[src/rtl/sp_pkg.sv]
package sp_pkg;
  localparam int DATA_W     = 32;
  localparam int BYTE_W     = 8;
  localparam int LANES      = DATA_W / BYTE_W;
  localparam int LANE_W     = $clog2(LANES);
  localparam int STAT_W     = 8;
  localparam logic [STAT_W-1:0] STAT_ARMED = 8'h80;
endpackage

[src/rtl/sp_lane_ram.sv]
module sp_lane_ram #(
  parameter int DEPTH = 16,
  parameter int AW    = $clog2(DEPTH),
  parameter int W     = 8
) (
  input  logic          clk,
  input  logic          we,
  input  logic [AW-1:0] idx,
  input  logic [W-1:0]  wbyte,
  output logic [W-1:0]  rbyte
);
  logic [W-1:0] mem [DEPTH];

  always_ff @(posedge clk) begin
    if (we) mem[idx] <= wbyte;
  end

  assign rbyte = mem[idx];
endmodule

[src/rtl/sp_status.sv]
module sp_status
  import sp_pkg::*;
(
  input  logic              clk,
  input  logic              rst,
  input  logic              arm,
  output logic [STAT_W-1:0] status
);
  always_ff @(posedge clk) begin
    if (rst)      status <= '0;
    else if (arm) status <= STAT_ARMED;
  end


  status_values_chk: assert property (@(posedge clk) disable iff (rst)
    (status == '0) || (status == STAT_ARMED));
endmodule

[src/rtl/sp_host_port.sv]
module sp_host_port
  import sp_pkg::*;
#(
  parameter int              ADDR_W    = 32,
  parameter logic [31:0]     BASE      = 32'h1FC0_07C0,
  parameter int              RAM_BYTES = 64,
  parameter int              SEED_OFF  = 'h24,
  parameter int              STAT_OFF  = 'h3C
) (
  input  logic              clk,
  input  logic              rst,
  input  logic [ADDR_W-1:0] addr,
  input  logic              rd_en,
  input  logic              wr_en,
  input  logic [DATA_W-1:0] wdata,
  input  logic [DATA_W-1:0] wmask,
  output logic [DATA_W-1:0] rdata,
  output logic              irq_set
);
  localparam int WORDS     = RAM_BYTES / LANES;
  localparam int IDX_W     = $clog2(WORDS);
  localparam logic [IDX_W-1:0] SEED_IDX = IDX_W'(SEED_OFF / LANES);
  localparam logic [IDX_W-1:0] STAT_IDX = IDX_W'(STAT_OFF / LANES);

  logic [ADDR_W-1:0] rel;
  logic [IDX_W-1:0]  idx;
  logic [DATA_W-1:0] old_word;
  logic [DATA_W-1:0] new_word;
  logic [STAT_W-1:0] status;
  logic              arm;

  assign rel = addr - ADDR_W'(BASE);
  assign idx = IDX_W'(rel >> LANE_W);

  assign new_word = (old_word & ~wmask) | wdata;
  assign arm      = rd_en && (idx == SEED_IDX);

  for (genvar g = 0; g < LANES; g++) begin : g_lane
    sp_lane_ram #(.DEPTH(WORDS), .AW(IDX_W), .W(BYTE_W)) u_lane (
      .clk   (clk),
      .we    (wr_en),
      .idx   (idx),
      .wbyte (new_word[DATA_W-1-g*BYTE_W -: BYTE_W]),
      .rbyte (old_word[DATA_W-1-g*BYTE_W -: BYTE_W])
    );
  end

  sp_status u_status (
    .clk    (clk),
    .rst    (rst),
    .arm    (arm),
    .status (status)
  );

  always_ff @(posedge clk) begin
    if (rst) begin
      rdata   <= '0;
      irq_set <= 1'b0;
    end else begin
      irq_set <= wr_en;
      if (rd_en) begin
        if (idx == STAT_IDX) rdata <= {{(DATA_W-STAT_W){1'b0}}, status};
        else                 rdata <= old_word;
      end
    end
  end


  irq_follow_chk: assert property (@(posedge clk) disable iff (rst)
    wr_en |=> irq_set);

  irq_quiet_chk: assert property (@(posedge clk) disable iff (rst)
    !wr_en |=> !irq_set);

  rdata_hold_chk: assert property (@(posedge clk) disable iff (rst)
    !rd_en |=> $stable(rdata));

  seed_arms_chk: assert property (@(posedge clk) disable iff (rst)
    (rd_en && idx == SEED_IDX) |=> (status == STAT_ARMED));

  stat_read_chk: assert property (@(posedge clk) disable iff (rst)
    (rd_en && idx == STAT_IDX) |=> (rdata[DATA_W-1:STAT_W] == '0));
endmodule

[config.mk]
export PLATFORM = sky130hd
export DESIGN_NAME = sp_host_port
export DESIGN_NICKNAME = d
export VERILOG_FILES = /design/src/rtl/sp_pkg.sv /design/src/rtl/sp_lane_ram.sv /design/src/rtl/sp_status.sv /design/src/rtl/sp_host_port.sv
export SDC_FILE = /design/constraint.sdc
export NUM_CORES = 1
export LEC_CHECK = 0
export BUFFER_PORTS_ARGS = -buffer_cell sky130_fd_sc_hd__buf_2
export CAP_MARGIN = 20
export CORE_MARGIN = 2
export CORE_UTILIZATION = 47
export DETAILED_ROUTE_END_ITERATION = 12
export GPL_TIMING_DRIVEN = 0
export HOLD_SLACK_MARGIN = 0.08
export MAX_ROUTING_LAYER = met4
export PLACE_DENSITY_LB_ADDON = 0.12
export SLEW_MARGIN = 15
export SYNTH_ARGS = -nofsm -noshare
export SYNTH_HDL_FRONTEND = slang
export SYNTH_HIERARCHICAL = 1
export SYNTH_SLANG_ARGS = --single-unit
[constraint.sdc]
create_clock -name clk -period 3.6 [get_ports clk]
set_input_delay 0.72 -clock clk [delete_from_list [all_inputs] [get_ports clk]]
set_output_delay 0.72 -clock clk [all_outputs]
set_load 0.05 [all_outputs]
Word-level counts from Yosys, hierarchy flattened
Memory sizes are Yosys's and may differ from the RTL's.
Index checks and enable logic that the tools add are counted.
Widths: inputs -> output; s select.

operators by class
  equal/unequal tests = 2
  divide/modulo/power cells = 0
  order comparisons = 0
  add/subtract/negate cells = 1
  bitwise gates (word level) = 3
  shift-type cells = 0
  $mul = 0
  muxes and demuxes = 3
  reductions and logical operators = 1

operators by type and width
  kind                 number
  $and 32x32->32       1
  $mux 32              1
  $not 32->32          1
  $or 32x32->32        1
  $eq 4x4->1 const B   2
  $sub 6x1->6 const B  1
  $mux 1               2
  $logic_and 1x1->1    1

word-level totals
  register bits after elaboration = 34
  output and inout port bits = 33
  word-level logic and storage cells = 17
  bits in latches = 0
  RAM bits = 512
  memories kept = 4
  input port bits = 100
  memory bits (read-only) = 0

memories
  memory                words  bits a word  rd ports  clocked after Yosys merged registers in  write ports  line               source
  g_lane[0].u_lane.mem  16     8            1         0                                        1            sp_lane_ram.sv:12  logic [W-1:0] mem [DEPTH];
  g_lane[1].u_lane.mem  16     8            1         0                                        1            sp_lane_ram.sv:12
  g_lane[2].u_lane.mem  16     8            1         0                                        1            sp_lane_ram.sv:12
  g_lane[3].u_lane.mem  16     8            1         0                                        1            sp_lane_ram.sv:12

Longest topological paths before layout
Gate-level depths: netlist (run 1).
An unclocked memory read counts as a cell.

  word-level depth = 4
  depth in mapped cells = 7

By module
Netlist (run 1), hierarchy kept.

modules (own cells, without submodules)
  module        area each (um2)  cells each  times used  sequential area each (um2)
  sp_lane_ram   4907.2           222         4           3843.7
  sp_host_port  1672.9           221         1           660.6
  sp_status     86.3             10          1           20.0

Worst setup path before layout (run 1)
No wires, ideal clock.

  path type = input -> register
  from = input addr[2]
  to = memory g_lane[0].u_lane.mem[0][4], data pin
  path buffers = 1
  arrival = 2.041 ns
  slack = 1.265 ns
  cell stages on the path = 5
  library setup time = 0.295 ns
  path through = buf_1 > mux4_2 > a22oi_1 > nand2_1 > a21o_1

between the ends
  longest elaborated chain between the ends = 4

RTL lines
  element                 line                source
  start: declaration      sp_host_port.sv:12  input logic [ADDR_W-1:0] addr,
  $sub 6x1->6             sp_host_port.sv:32  assign rel = addr - ADDR_W'(BASE);
  $mem_v2 16x8            n/a
  named net old_word[28]  sp_host_port.sv:27  logic [DATA_W-1:0] old_word;
  $and 32x32->32          sp_host_port.sv:35  assign new_word = (old_word & ~wmask) | wdata;
  $or 32x32->32           sp_host_port.sv:35
  named net new_word[28]  sp_host_port.sv:28  logic [DATA_W-1:0] new_word;
  end: declaration        sp_lane_ram.sv:12

The timed path passes the listed nets, and every way through them passes these cells.

Worst setup path in the final report (run 1)
  from = input addr[3]
  to = memory g_lane[1].u_lane.mem[3][4], data pin

between the ends
  longest elaborated chain between the ends = 4

RTL lines
  element                 line
  $sub 6x1->6             sp_host_port.sv:32
  $mem_v2 16x8            n/a
  named net old_word[20]  sp_host_port.sv:27
  $and 32x32->32          sp_host_port.sv:35
  $or 32x32->32           sp_host_port.sv:35
  named net new_word[20]  sp_host_port.sv:28
  end: declaration        sp_lane_ram.sv:12

The timed path passes the listed nets, and every way through them passes these cells.

==> flow_metrics.py, run 1 <==
metrics = {
    "floorplanning": {
        "num_io_pins": 133,
        "dieArea_um2": 47200,
        "die_h_um": 217,
        "coreArea_um2": 45200,
        "die_width_um": 217,
        "rows": 78,
        "initial_utilization_pct": 47.3,
    },
    "synth": {
        "synthFlopType": "edfxtp_1",
        "synth_seq_cells": 546,
        "yosysTopAreaCellShare_pct": 71.9,
        "syn_avg_cell_area_um2": 19.1,
        "synthTopCellsByArea": "edfxtp_1, mux4_2, dfxtp_1",
        "yosysWarnings": 6,
        "syn_area_um2": 21400,
        "async_flop_share_pct": 0,
        "synth_seq_area_share_pct": 75.1,
        "yosysUniqueCellTypes": 28,
        "syn_inst": 1119,
        "synth-edff-count": 512,
        "yosysTopAreaCell": "edfxtp_1",
    },
    "power_and_ir_drop": {
        "ir_drop_v": 0.000324,
        "cellInternalPower_uw": 10700,
        "p_leak_uw": 0.00824,
        "powerDensity_nw_per_um2": 557,
        "p_sw_uw": 2990,
        "comb_power_share_pct": 6.8,
        "seq_power_share_pct": 52.1,
        "swShare_pct": 21.8,
        "p_total_uw": 13700,
        "pwr-share-clk_pct": 41.1,
    },
    "placed_design": {
        "dp_slack_ns": -0.137,
        "place_area_um2": 22800,
        "place_congestion": 0.736,
        "io_buffer_count": 103,
        "place_hpwl_mm": 30.7,
    },
    "critical_path": {
        "cp_data_required_time_ns": 3.86,
        "start_kind": "primary input",
        "crit_type": "in2reg",
        "cp_max_fo": 16,
        "arrival_ns": 3.41,
        "endpoint_kind": "flop",
    },
    "grt": {
        "overflow": 0,
        "grt_pass1_vias": 11100,
        "grt_first_pass_wirelength_mm": 69.7,
        "grt_max_degree": 36,
        "grt_util_all_layers_pct": 21.1,
        "antenna_found_initial": 1,
    },
    "clock_tree": {
        "clk_latency_ns": 0.60,
        "cts_hold_buf": 0,
        "cts.repair.resized": 0,
        "clkTransAtPathRegs_ns": 0.06,
        "clockBufferDepth": 3,
        "htreeDepth": 2,
        "cts_tree": "done",
        "cts.sinks": 546,
        "cts_made_buffers": 56,
        "cts_root_buffer": "clkbuf_16",
        "cts_setup_buffers": 0,
    },
    "layout": {
        "final_cell_mix": "edfxtp_1, mux4_2, buf_2",
        "final_util_pct": 54.5,
        "nets": 1393,
        "multiInputGateArea_um2": 4940,
        "fill_cells": 3566,
        "design_area_um2": 24600,
        "layout_commonest_cell": "edfxtp_1",
        "area_delta_synth_final_pct": 15.0,
        "regArea_um2": 16100,
        "layout-drive-gt1-share_pct": 27.6,
    },
    "drt": {
        "finalWirelength_mm": 47.8,
        "dr.pass1.iters": 5,
        "drt-vias-per-instance": 5.59,
        "vias": 10800,
        "final_antenna_net_count": 0,
        "post_drt_wl_per_cell_um": 24.6,
        "drc": 0,
        "drtIter0Drc": 796,
    },
    "sta": {
        "fin_skew_ns": 0.0114,
        "grt_setup_unrepaired": "false",
        "timing.fmax_mhz": 317,
        "slew_headroom_pct": 33.0,
        "setup_viol": 0,
        "worstMarginPinSlew_ns": 1.00,
        "min_period_over_period_pct": 87.7,
        "period_minus_slack_ns": 3.16,
        "finalMaxSlewViolations": 0,
        "timing.final.ws_setup_ns": 0.443,
        "timing.hold.ws_ns": 0.399,
        "hold_viol": 0,
    },
    "flow_run": {
        "maxCapViolations": 0,
    },
    "min_path": {
        "worst_hold_path_type": "in2reg",
    },
    "outcome": {
        "outcome": "finished clean",
    },
}
-- cells in the mapped netlist (9+ instances only) --
library cell and number:
dfxtp_1 34, a21o_1 32, nor3_1 16, nand2b_1 32, nor2b_1 9, a21oi_1 24
inv_1 32, nand3_1 28, edfxtp_1 512, mux4_2 128, nand2_1 52, a22oi_1 64
buf_1 16, clkbuf_1 14, nor2_1 61, buf_2 17
-- power by group through the flow --
stage | combinational (µW) | clock, µW | sequential, µW
floorplan | 510 | 0 | 7340
global placement | 921 | 0 | 7260
detailed placement | 945 | 0 | 7270
CTS | 948 | 5760 | 7130
global route | 1010 | 5990 | 7140
finish | 935 | 5630 | 7130
-- registers in the layout, indices dropped and copies added (netlist names) --
register,flops
g_lane.u_lane/mem,512
irq_set,1
rdata,32
u_status/status,1
-- critical path, cell delays in order --
cell	delay [ns]
buf_2	0.40
buf_2	0.36
buf_1	0.54
mux4_2	0.43
a22oi_1	0.26
nand2_1	0.26
a21o_1	0.41
-- per-layer routing --
layer	vias to the layer above	track usage (%)	part of all wire [%]
li1	4854	-	-
met1	5614	29.0	44
met2	298	32.7	48
met3	83	3.10	4.7
met4	0	7.44	2.7
met5	-	-	0
-- kinds of logic (layout without fill, tap and decap cells) --
logic type             after synthesis  after routing  share of synthesized area [%]
other                                1              8                         0.0175
multiplexers                       128            128                           13.5
AND/OR/NAND/NOR                    217            217                           4.88
AO/OA/AOI/OAI                      129            129                           4.31
buffers and inverters               98            312                           2.25
flip-flops                         546            546                           75.1
-- area by class of cell --
| cell class | instances | area share (%) |
|---|---|---|
| clock inverters | 19 | 0.702 |
| well taps | 600 | 3.05 |
| plain buffers | 66 | 1.46 |
| repair buffers | 110 | 2.35 |
| flip-flops and latches | 546 | 65.3 |
| clock buffers | 85 | 6.59 |
| multi-input cells | 481 | 20.1 |
| inverters | 32 | 0.488 |
| diodes | 1 | 0.0102 |
-- worst paths after layout --
path / start / endpoint / slack, ns / cells past startpoint
hold reg to reg: rdata[28] / rdata[28] / 0.46 / 2
setup / recovery: addr[3] / g_lane[1].u_lane/mem[3][4] / 0.44 / 7
hold / removal: rst / u_status/status[7] / 0.40 / 2
setup reg to reg: g_lane[0].u_lane/mem[2][3] / g_lane[0].u_lane/mem[15][3] / 1.42 / 4
-- stage by stage --
stage / TNS [ns] / std cells
final: 0 / 1940
after global routing: 0 / 1940
after CTS: 0 / 1938
after detailed placement: -6.46 / 1834
after global placement: -3.89 / 1828
after floorplan: 0 / 1125
No activity file was read; power rests on OpenSTA's default activity.
==> run 2: changes to the inputs <==
==> constraint.sdc (replaced) <==
create_clock -name clk -period 3.6 [get_ports clk]
set_input_delay 0.36 -clock clk [delete_from_list [all_inputs] [get_ports clk]]
set_output_delay 0.36 -clock clk [all_outputs]
set_load 0.05 [all_outputs]
==> flow_metrics.py, run 2 (same netlist as run 1, synthesis figures left out) <==
metrics = {
    "sta": {
        "timing.fmax_mhz": 356,
        "slew_headroom_pct": 32.7,
        "period_minus_slack_ns": 2.81,
        "worstMarginPinSlew_ns": 1.01,
        "grt_setup_unrepaired": "false",
        "finalMaxSlewViolations": 0,
        "setup_viol": 0,
        "setup_tns_ns": 0,
        "min_period_over_period_pct": 78.0,
        "hold_viol": 0,
        "fin_skew_ns": 0.0114,
    },
    "floorplanning": {
        "coreArea_um2": 45200,
        "die_h_um": 217,
        "initial_utilization_pct": 47.3,
        "die_width_um": 217,
        "dieArea_um2": 47200,
        "rows": 78,
        "num_io_pins": 133,
    },
    "clock_tree": {
        "cts_made_buffers": 56,
        "cts_root_buffer": "clkbuf_16",
        "clk_latency_ns": 0.60,
        "htreeDepth": 2,
        "cts_tree": "done",
        "cts.sinks": 546,
        "clockBufferDepth": 3,
        "cts.repair.resized": 0,
        "clkTransAtPathRegs_ns": 0.06,
    },
    "power_and_ir_drop": {
        "p_total_uw": 13700,
        "ir_drop_v": 0.000323,
        "powerDensity_nw_per_um2": 557,
        "p_leak_uw": 0.00825,
    },
    "critical_path": {
        "start_kind": "primary input",
        "crit_type": "in2reg",
        "endpoint_kind": "flop",
        "arrival_ns": 3.06,
        "cp_data_required_time_ns": 3.86,
        "cp_max_fo": 16,
    },
    "grt": {
        "grt_first_pass_wirelength_mm": 69.8,
        "antenna_found_initial": 1,
        "grt_max_degree": 36,
        "grt_pass1_vias": 11100,
        "grt_util_all_layers_pct": 21.1,
        "overflow": 0,
    },
    "placed_design": {
        "place_congestion": 0.736,
        "place_area_um2": 22800,
        "io_buffer_count": 103,
        "place_inst": 1834,
        "place_hpwl_mm": 30.7,
    },
    "layout": {
        "largest_reg_flops": 512,
        "regMostFlops": "g_lane.u_lane/mem",
        "nets": 1394,
        "instances_no_fill": 1941,
        "layout-drive-gt1-share_pct": 27.6,
        "design_area_um2": 24600,
        "area_delta_synth_final_pct": 15.1,
        "layout_commonest_cell": "edfxtp_1",
        "fill_cells": 3564,
        "final_cell_mix": "edfxtp_1, mux4_2, buf_2",
        "reg_top3": "g_lane.u_lane/mem (512), rdata (32)",
    },
    "outcome": {
        "outcome": "finished clean",
    },
    "min_path": {
        "worst_hold_path_type": "in2reg",
    },
    "drt": {
        "final_antenna_net_count": 0,
        "vias": 10800,
        "drt-vias-per-instance": 5.58,
        "dr.pass1.iters": 5,
        "drc": 0,
        "drtIter0Drc": 797,
        "finalWirelength_mm": 47.7,
        "post_drt_wl_per_cell_um": 24.6,
    },
    "flow_run": {
        "maxCapViolations": 0,
    },
}
[run 2: path summary, 6_finish.rpt]
check	startpoint	end	slack, ns	cells past startpoint
worst max-delay path	addr[3]	g_lane[1].u_lane/mem[3][4]	0.79	7
worst min-delay path	rd_en	rdata[24]	0.21	3
worst max register to register	g_lane[0].u_lane/mem[2][3]	g_lane[0].u_lane/mem[15][3]	1.44	4
worst min register to register	rdata[28]	rdata[28]	0.46	2
[run 2: through the flow]
step,setup slack [ns],utilization (%),hold WS (ns)
final,0.792,54.5,0.208
after global routing,0.658,54.5,0.224
after CTS,0.814,54.4,0.174
after detailed placement,0.223,50.4,0.458
after global placement,0.272,50.2,0.452
after floorplan,1.62,-,0.449
[run 2: layout make-up]
class / count / area, µm² / share of cell area [%]
Inverter: 32 / 120 / 0.488
Buffer: 66 / 360 / 1.46
Clock buffer: 85 / 1620 / 6.59
Clock inverter: 19 / 173 / 0.701
Tap cell: 600 / 751 / 3.05
Timing Repair Buffer: 111 / 589 / 2.39
Antenna cell: 1 / 2.50 / 0.0102
Multi-Input combinational cell: 481 / 4940 / 20.1
Sequential cell: 546 / 16100 / 65.2
[run 2: where the power goes]
group | internal (µW) | switching (µW)
logic | 307 | 628
clock network | 3310 | 2330
registers | 7100 | 31.8
[run 2: worst max-delay path, stage by stage]
cell     delay (ns)
buf_2          0.40
buf_2          0.36
buf_1          0.55
mux4_2         0.44
a22oi_1        0.27
nand2_1        0.26
a21o_1         0.41
[run 2: routing by layer]
metal | up-vias | track usage (%) | wire length (µm)
li1 | 4861 | - | -
met5 | - | - | 0
met2 | 292 | 32.7 | 23200
met3 | 83 | 3.10 | 2280
met4 | 0 | 7.44 | 1270
met1 | 5603 | 29.0 | 21000
[run 2: timing repair]
action	CTS	global route
hold endpoints to repair	1	0
setup buffers	0	0
hold buffers	1	0
